==> src/rtl/sfc_pkg.sv <==
package sfc_pkg;

  localparam int SECT_FIELD_W = 10;
  localparam int FLAG_COUNT   = 2;

  typedef enum logic [2:0] {
    CSR_STATUS = 3'd0,
    CSR_SID    = 3'd1,
    CSR_RDID   = 3'd2,
    CSR_MEMOP  = 3'd3,
    CSR_ISR    = 3'd4,
    CSR_IMR    = 3'd5,
    CSR_CSEL   = 3'd6
  } csr_word_e;

  typedef enum logic [1:0] {
    OP_IDLE         = 2'd0,
    OP_BULK_ERASE   = 2'd1,
    OP_SECTOR_ERASE = 2'd2,
    OP_SET_PROTECT  = 2'd3
  } memop_e;

  typedef struct packed {
    logic       from_bottom;
    logic [3:0] level;
  } prot_cfg_t;

  function automatic logic [31:0] pack_status(input logic wip, input logic wel,
                                              input prot_cfg_t cfg);
    logic [31:0] s;
    s    = '0;
    s[0] = wip;
    s[1] = wel;
    s[2] = cfg.level[0];
    s[3] = cfg.level[1];
    s[4] = cfg.level[2];
    s[5] = cfg.from_bottom;
    s[6] = cfg.level[3];
    return s;
  endfunction

endpackage

==> src/rtl/sfc_prot_check.sv <==
module sfc_prot_check
  import sfc_pkg::*;
#(
  parameter int SECTOR_COUNT = 512
) (
  input  prot_cfg_t                cfg_i,
  input  logic [SECT_FIELD_W-1:0]  sector_i,
  output logic                     blocked_o
);

  localparam int LOG2_SECT = $clog2(SECTOR_COUNT);
  localparam int AW        = SECT_FIELD_W + 1;
  localparam logic [AW-1:0] TOTAL = AW'(SECTOR_COUNT);

  logic [AW-1:0] sec_ext;
  logic [AW-1:0] low_limit;
  logic [AW-1:0] high_base;
  logic          in_range;
  logic          hit_bottom;
  logic          hit_top;

  always_comb begin
    sec_ext    = {1'b0, sector_i};
    in_range   = (sec_ext < TOTAL);
    low_limit  = '0;
    high_base  = TOTAL;
    hit_bottom = 1'b0;
    hit_top    = 1'b0;
    if (cfg_i.level != 4'd0) begin
      if (cfg_i.from_bottom) begin
        if ((int'(cfg_i.level) - 1) >= LOG2_SECT) begin
          hit_bottom = 1'b1;
        end else begin
          low_limit  = AW'(1) << (cfg_i.level - 4'd1);
          hit_bottom = (sec_ext < low_limit);
        end
      end else begin
        if (int'(cfg_i.level) > LOG2_SECT) begin
          hit_top = 1'b1;
        end else begin
          high_base = TOTAL - (TOTAL >> (LOG2_SECT + 1 - int'(cfg_i.level)));
          hit_top   = (sec_ext >= high_base);
        end
      end
    end
    blocked_o = !in_range || hit_bottom || hit_top;
  end

endmodule

==> src/rtl/sfc_busy_stub.sv <==
module sfc_busy_stub #(
  parameter int BUSY_CYCLES = 64
) (
  input  logic clk,
  input  logic rst_n,
  input  logic start_i,
  output logic busy_o
);

  localparam int CW = $clog2(BUSY_CYCLES + 1);
  localparam logic [CW-1:0] LOAD = CW'(BUSY_CYCLES);

  logic [CW-1:0] cnt_q;
  logic [CW-1:0] cnt_d;
  logic          cnt_en;

  always_comb begin
    cnt_en = start_i || (cnt_q != '0);
    cnt_d  = start_i ? LOAD : (cnt_q - CW'(1));
  end

  always_ff @(posedge clk or negedge rst_n) begin
    if (!rst_n) begin
      cnt_q <= '0;
    end else if (cnt_en) begin
      cnt_q <= cnt_d;
    end
  end

  assign busy_o = (cnt_q != '0);

  // the command logic never launches a new operation into a running one
  p_start_idle_r5: assert property (@(posedge clk) disable iff (!rst_n)
    start_i |-> !busy_o);

  // an accepted start makes the engine busy on the following cycle
  p_start_busy_r4: assert property (@(posedge clk) disable iff (!rst_n)
    start_i |=> busy_o);

endmodule

==> src/rtl/sfc_irq_regs.sv <==
module sfc_irq_regs #(
  parameter int SRC_COUNT = 2
) (
  input  logic                 clk,
  input  logic                 rst_n,
  input  logic [SRC_COUNT-1:0] set_i,
  input  logic                 clr_we_i,
  input  logic                 mask_we_i,
  input  logic [SRC_COUNT-1:0] wdata_i,
  output logic [SRC_COUNT-1:0] flags_o,
  output logic [SRC_COUNT-1:0] mask_o,
  output logic                 irq_o
);

  logic [SRC_COUNT-1:0] flags_q, flags_d;
  logic [SRC_COUNT-1:0] mask_q;
  logic [SRC_COUNT-1:0] clr_bits;
  logic                 flags_en;

  always_comb begin
    clr_bits = clr_we_i ? wdata_i : '0;
    flags_en = clr_we_i || (|set_i);
    flags_d  = (flags_q & ~clr_bits) | set_i;
  end

  always_ff @(posedge clk or negedge rst_n) begin
    if (!rst_n) begin
      flags_q <= '0;
    end else if (flags_en) begin
      flags_q <= flags_d;
    end
  end

  always_ff @(posedge clk or negedge rst_n) begin
    if (!rst_n) begin
      mask_q <= '0;
    end else if (mask_we_i) begin
      mask_q <= wdata_i;
    end
  end

  assign flags_o = flags_q;
  assign mask_o  = mask_q;
  assign irq_o   = |(flags_q & mask_q);

  for (genvar g = 0; g < SRC_COUNT; g++) begin : g_flag_chk
    // a reported violation is latched
    p_flag_set_r9: assert property (@(posedge clk) disable iff (!rst_n)
      set_i[g] |=> flags_o[g]);
    // a flag holds until a 1 is written to its bit
    p_flag_sticky_r10: assert property (@(posedge clk) disable iff (!rst_n)
      (flags_o[g] && !(clr_we_i && wdata_i[g])) |=> flags_o[g]);
  end

  // the line only rises for an unmasked source
  p_irq_masked_r11: assert property (@(posedge clk) disable iff (!rst_n)
    irq_o |-> (|mask_o));

endmodule

==> src/rtl/sflash_csr.sv <==
module sflash_csr
  import sfc_pkg::*;
#(
  parameter int          SECTOR_COUNT = 512,
  parameter int          BUSY_CYCLES  = 64,
  parameter int          DEV_COUNT    = 3,
  parameter logic [31:0] SILICON_ID   = 32'h0000_0016,
  parameter logic [31:0] READ_ID      = 32'h0000_0018
) (
  input  logic                    clk,
  input  logic                    rst_n,
  input  logic                    csr_valid,
  input  logic                    csr_write,
  input  logic [2:0]              csr_addr,
  input  logic [31:0]             csr_wdata,
  output logic [31:0]             csr_rdata,
  output logic                    csr_rvalid,
  input  logic                    prog_valid,
  input  logic [SECT_FIELD_W-1:0] prog_sector,
  output logic [DEV_COUNT-1:0]    dev_sel,
  output logic                    irq
);

  localparam int CFG_W = $bits(prot_cfg_t);
  localparam logic [DEV_COUNT-1:0] CSEL_RESET = DEV_COUNT'(1);

  // reset: asserted asynchronously, released after two clock edges
  logic [1:0] rst_pipe_q;
  logic       rst_sync_n;

  always_ff @(posedge clk or negedge rst_n) begin
    if (!rst_n) begin
      rst_pipe_q <= '0;
    end else begin
      rst_pipe_q <= {rst_pipe_q[0], 1'b1};
    end
  end
  assign rst_sync_n = rst_pipe_q[1];

  // access decode
  csr_word_e word_sel;
  logic      wr_any;
  logic      memop_wr_raw;
  logic      isr_we;
  logic      imr_we;
  logic      csel_we;
  logic      rd_en;
  memop_e    op_code;
  logic      busy;

  always_comb begin
    word_sel     = csr_word_e'(csr_addr);
    wr_any       = csr_valid && csr_write;
    rd_en        = csr_valid && !csr_write;
    memop_wr_raw = wr_any && (word_sel == CSR_MEMOP);
    isr_we       = wr_any && (word_sel == CSR_ISR);
    imr_we       = wr_any && (word_sel == CSR_IMR);
    csel_we      = wr_any && (word_sel == CSR_CSEL)
                   && $onehot(csr_wdata[DEV_COUNT-1:0])
                   && (csr_wdata[31:DEV_COUNT] == '0);
    op_code      = memop_e'(csr_wdata[1:0]);
  end

  // chip select
  logic [DEV_COUNT-1:0] csel_q;

  always_ff @(posedge clk or negedge rst_sync_n) begin
    if (!rst_sync_n) begin
      csel_q <= CSEL_RESET;
    end else if (csel_we) begin
      csel_q <= csr_wdata[DEV_COUNT-1:0];
    end
  end
  assign dev_sel = csel_q;

  // per-device protection settings
  logic [DEV_COUNT-1:0][CFG_W-1:0] prot_q;
  logic [CFG_W-1:0]                prot_wr_val;
  logic [CFG_W-1:0]                cur_cfg_bits;
  prot_cfg_t                       cur_cfg;
  logic                            prot_we;

  always_comb begin
    prot_wr_val  = csr_wdata[8 +: CFG_W];
    cur_cfg_bits = '0;
    for (int d = 0; d < DEV_COUNT; d++) begin
      if (csel_q[d]) cur_cfg_bits = cur_cfg_bits | prot_q[d];
    end
    cur_cfg = prot_cfg_t'(cur_cfg_bits);
  end

  always_ff @(posedge clk or negedge rst_sync_n) begin
    if (!rst_sync_n) begin
      prot_q <= '0;
    end else begin
      for (int d = 0; d < DEV_COUNT; d++) begin
        if (prot_we && csel_q[d]) prot_q[d] <= prot_wr_val;
      end
    end
  end

  // command sequencing and protection checks
  logic bulk_req, sect_req, prog_req;
  logic sect_blocked, prog_blocked;
  logic erase_bad, erase_ok, prog_bad, prog_ok, start;

  sfc_prot_check #(
    .SECTOR_COUNT (SECTOR_COUNT)
  ) u_chk_erase (
    .cfg_i     (cur_cfg),
    .sector_i  (csr_wdata[8 +: SECT_FIELD_W]),
    .blocked_o (sect_blocked)
  );

  sfc_prot_check #(
    .SECTOR_COUNT (SECTOR_COUNT)
  ) u_chk_prog (
    .cfg_i     (cur_cfg),
    .sector_i  (prog_sector),
    .blocked_o (prog_blocked)
  );

  always_comb begin
    bulk_req  = memop_wr_raw && !busy && (op_code == OP_BULK_ERASE);
    sect_req  = memop_wr_raw && !busy && (op_code == OP_SECTOR_ERASE);
    prot_we   = memop_wr_raw && !busy && (op_code == OP_SET_PROTECT);
    erase_bad = (bulk_req && (cur_cfg.level != 4'd0)) || (sect_req && sect_blocked);
    erase_ok  = (bulk_req || sect_req) && !erase_bad;
    prog_req  = prog_valid && !busy && !(bulk_req || sect_req);
    prog_bad  = prog_req && prog_blocked;
    prog_ok   = prog_req && !prog_blocked;
    start     = erase_ok || prog_ok;
  end

  sfc_busy_stub #(
    .BUSY_CYCLES (BUSY_CYCLES)
  ) u_busy (
    .clk     (clk),
    .rst_n   (rst_sync_n),
    .start_i (start),
    .busy_o  (busy)
  );

  logic [FLAG_COUNT-1:0] isr_bits, imr_bits;

  sfc_irq_regs #(
    .SRC_COUNT (FLAG_COUNT)
  ) u_irq (
    .clk       (clk),
    .rst_n     (rst_sync_n),
    .set_i     ({prog_bad, erase_bad}),
    .clr_we_i  (isr_we),
    .mask_we_i (imr_we),
    .wdata_i   (csr_wdata[FLAG_COUNT-1:0]),
    .flags_o   (isr_bits),
    .mask_o    (imr_bits),
    .irq_o     (irq)
  );

  // read path
  logic [31:0] rd_d, rdata_q;
  logic        rvalid_q;

  always_comb begin
    unique case (word_sel)
      CSR_STATUS: rd_d = pack_status(busy, busy, cur_cfg);
      CSR_SID:    rd_d = SILICON_ID;
      CSR_RDID:   rd_d = READ_ID;
      CSR_ISR:    rd_d = 32'(isr_bits);
      CSR_IMR:    rd_d = 32'(imr_bits);
      CSR_CSEL:   rd_d = 32'(csel_q);
      default:    rd_d = '0;
    endcase
  end

  always_ff @(posedge clk or negedge rst_sync_n) begin
    if (!rst_sync_n) begin
      rdata_q <= '0;
    end else if (rd_en) begin
      rdata_q <= rd_d;
    end
  end

  always_ff @(posedge clk or negedge rst_sync_n) begin
    if (!rst_sync_n) begin
      rvalid_q <= 1'b0;
    end else begin
      rvalid_q <= rd_en;
    end
  end

  assign csr_rdata  = rdata_q;
  assign csr_rvalid = rvalid_q;

  // exactly one device is selected at all times
  p_csel_onehot_r2: assert property (@(posedge clk) disable iff (!rst_sync_n)
    $countones(csel_q) == 1);

  // a refused operation leaves the engine idle
  p_reject_idle_r9: assert property (@(posedge clk) disable iff (!rst_sync_n)
    (erase_bad || prog_bad) |=> !busy);

  // operation writes during busy leave the protection window untouched
  p_busy_keeps_cfg_r5: assert property (@(posedge clk) disable iff (!rst_sync_n)
    (busy && memop_wr_raw && !csel_we) |=> $stable(cur_cfg));

  // read data is presented one cycle after each read request
  p_read_latency_r1: assert property (@(posedge clk) disable iff (!rst_sync_n)
    rd_en |=> csr_rvalid);

endmodule

==> config.mk <==
export PLATFORM = sky130hd
export DESIGN_NAME = sflash_csr
export DESIGN_NICKNAME = d
export VERILOG_FILES = /design/src/rtl/sfc_pkg.sv /design/src/rtl/sfc_prot_check.sv /design/src/rtl/sfc_busy_stub.sv /design/src/rtl/sfc_irq_regs.sv /design/src/rtl/sflash_csr.sv
export SDC_FILE = /design/constraint.sdc
export NUM_CORES = 1
export LEC_CHECK = 0
export ABC_AREA = 1
export ABC_CLOCK_PERIOD_IN_PS = 1580
export BUFFER_PORTS_ARGS = -buffer_cell sky130_fd_sc_hd__clkbuf_2
export CAP_MARGIN = 20
export CORE_MARGIN = 4
export CORE_UTILIZATION = 50
export CTS_CLUSTER_SIZE = 16
export DETAILED_ROUTE_END_ITERATION = 16
export PLACE_DENSITY_LB_ADDON = 0.1
export SLEW_MARGIN = 20
export SYNTH_ARGS = -nofsm -noshare
export SYNTH_HDL_FRONTEND = slang
export SYNTH_SLANG_ARGS = --single-unit
export TNS_END_PERCENT = 100
==> constraint.sdc <==
create_clock -name clk -period 1.58 [get_ports clk]
set_input_delay 0.079 -clock clk [delete_from_list [all_inputs] [get_ports clk]]
set_output_delay 0.079 -clock clk [all_outputs]
set_load 0.02 [all_outputs]
==> results.toml <==
[status]
status = "complete, but fails checks"
violations = "setup timing"

[worst_setup_path]
cp.required_ns = 1.76
cpPeakStageDelay_ns = 0.46
worst_path_max_delay_cell = "dfrtp_2"
worstSetupEndpointType = "flop"
worst_path_most_repeated_cell = "nand2_2"
worst_ep_arrival_time_ns = 3.54
critical_path_class = "flop to flop"
start_kind = "flop"
path_max_fanout = 4
worstReg2RegStart = "dev_sel[1]$_DFFE_PN0P_"
crit_start = "dev_sel[1]$_DFFE_PN0P_"

[global_routing]
groute.usage.overall = 0.2601
grt_pass1_wl_um = 17880
grt_start_max_net_pins = 38
antenna_found_initial = 0
grt_pass1_vias = 3823
overflow = 0

[cts]
cts-root-buf = "clkbuf_8"
clk_pin_slew_ns = 0.09
htreeDepth = 2
cts_tree = "yes"
clk-insertion-delay-late_ns = 0.30
cts_sinks = 39
cts_buffers = 5
clockBufferDepth = 2

[finish]
diodes = 0
nets = 759
area_growth_syn_to_layout_pct = 47.44
post-route-util = 0.7661
design_area_um2 = 5234
layout-drive-gt1-share = 0.4214
final_cell_mix = "buf_4, nand2_1, clkbuf_2"
final_common_cell = "buf_4"

[sta]
hold_viol_final = 0
fin_ws_ns = -1.782
setup_tns_ns = -17.37
fmax_mhz = 297.5
fin_skew_ns = 0.01397
fin_crit_sh = 2.128
finalMaxSlewViolations = 0
final-setup-viol-count = 22
rsz0062_at_grt = "yes"
period_needed_ns = 3.362

[yosys]
syn_avg_cell_area_um2 = 7.171
synth_ff_type = "dfrtp_1"
synthCells = 495
ys_ff_latch = 39
yosys.cell_types.count = 46
yosysSeqAreaShare = 0.2753
syn_area_um2 = 3550
synth_top_family_by_area = "simple AND/OR/NAND/NOR gates"
synth-simple-area-share = 0.3239
netlist_top_cells_area = "dfrtp_1, nand2_1, ha_1"
synth_edf_count = 0
synth_xor_xnor_area_share = 0.02503
synthMuxAreaShare = 0.003172
yosysWarnings = 0
synthAdderAreaFrac = 0.1290
synth_compound_area_frac = 0.1103
async_flop_share = 1.000
synth_top_area_share = 0.2679
yosysTopAreaCell = "dfrtp_1"

[placement]
port_buffers = 61
hpwlAfterDp_um = 8363
post_dp_cell_area_um2 = 4622
gp_congestion = 0.9004
post-place-ws_ns = -1.854

[routing]
drt_iter0_markers = 168
drtAntennaViolNets = 0
drtPass1Iterations = 5
vias = 3949
vias_per_cell = 5.129
drc = 0
wire_per_inst_um = 14.48
routed_wl_um = 11150

[min_path]
hold_start = "csr_valid"
hold_path.class = "input pin to flop"

[power]
totalPowerFinal_w = 0.003531
p_per_area_nw_per_um2 = 674.6
leakage_nw = 2.842
p_sw_frac = 0.3439
power_frac_clock = 0.253
combinationalPowerShare = 0.398
vdd_drop_max_mv = 0.5033
internal-power_w = 0.002316
power.switching_w = 0.001214
power_frac_seq = 0.349

[die]
die_h_um = 92.26
core_area_um2 = 6832
boundaryPins = 87
die_w_um = 92.26
start_util = 0.5196
dieArea_um2 = 8511
rows = 30

[run]
cap_violations = 0
## per-stage QoR
step	std cells	hold WS (ns)
3_5_place_dp	736	-0.1304
2_1_floorplan	519	-0.2166
5_1_grt	770	0.01684
6_report	770	0.01669
3_3_place_gp	736	-0.1350
4_1_cts	766	0.01827
## layout make-up
| cell class | count | area [um^2] |
|---|---|---|
| clock buffers | 6 | 82.58 |
| clock inverters | 2 | 35.03 |
| fillers | 510 | 1598 |
| inverters | 69 | 266.5 |
| multi-input cells | 385 | 2579 |
| flip-flops and latches | 39 | 979.7 |
| well taps | 96 | 120.1 |
| repair buffers | 173 | 1171 |
## cells in the mapped netlist, types with 3 or more instances
| cell type | count |
|---|---|
| nand2_1 | 121 |
| inv_1 | 60 |
| dfrtp_1 | 38 |
| nand3_1 | 36 |
| ha_1 | 35 |
| nor2_1 | 32 |
| o21ai_0 | 30 |
| buf_4 | 26 |
| a21oi_1 | 22 |
| nand4_1 | 10 |
| nand2_2 | 9 |
| inv_2 | 8 |
| nor3_1 | 8 |
| nor4_1 | 6 |
| xor2_1 | 5 |
| nand3_2 | 4 |
| o211ai_1 | 4 |
| nand2_4 | 3 |
| nor2_4 | 3 |
## critical path, delay by kind of cell (launching register included)
family	cells	cell delay, ns
compound gates	3	0.36
xor+xnor	1	0.21
fa+ha+maj	3	0.59
buf+inv	2	0.11
flops	1	0.46
simple gates	18	1.51
## layer usage
layer	up-vias	routed length, um	track usage
li1	1935	-	-
met1	1855	4649	0.3311
met2	132	5709	0.4659
met3	27	552	0.03281
met4	0	238	0.06188
met5	-	0	0
## path summary, 6_finish.rpt
path | to | slack, ns | depth (start not counted)
worst min register to register | csr_rdata[2]$_DFFE_PN0P_ | 0.29 | 1
min in group asynchronous | rst_pipe_q[0]$_DFF_PN0_ | 0.12 | 2
worst min-delay path | csr_rvalid$_DFF_PN0_ | 0.02 | 3
worst max register to register | u_busy.cnt_q[1]$_DFFE_PN0P_ | -1.78 | 27
worst max-delay path | u_busy.cnt_q[1]$_DFFE_PN0P_ | -1.78 | 27
max in group asynchronous | dev_sel[1]$_DFFE_PN0P_ | 0.93 | 1
## power groups by stage
stage	sequential, W	clock [W]	combinational, W
floorplan	0.00128	0	0.000701
global placement	0.00124	0	0.00117
detailed placement	0.00125	0	0.00120
CTS	0.00124	0.000898	0.00133
global route	0.00126	0.000947	0.00157
finish	0.00123	0.000894	0.00140
## repair_timing
action,in CTS,in global routing
buffers inserted,17,4
gates cloned,3,0
endpoints found under the setup margin,25,27
endpoints found under the hold margin,3,0
hold buffers,2,0
resized for setup,51,35
pin swaps,25,13
## logic make-up (layout without fill, tap and decap cells)
family,count (synthesis),count (layout)
compound gates,70,70
xor+xnor,8,8
fa+ha+maj,36,36
buf+inv,97,250
flops,39,39
mux,1,1
other cells,2,26
simple gates,242,244
## registers in the layout (all words and copies together) (netlist names)
register       cells
rst_pipe_q         2
u_irq.mask_o       2
prot_q            15
csr_rdata          7
u_irq.flags_o      2
csr_rvalid         1
dev_sel            3
u_busy.cnt_q       7
(Power assumes the default switching activity.)
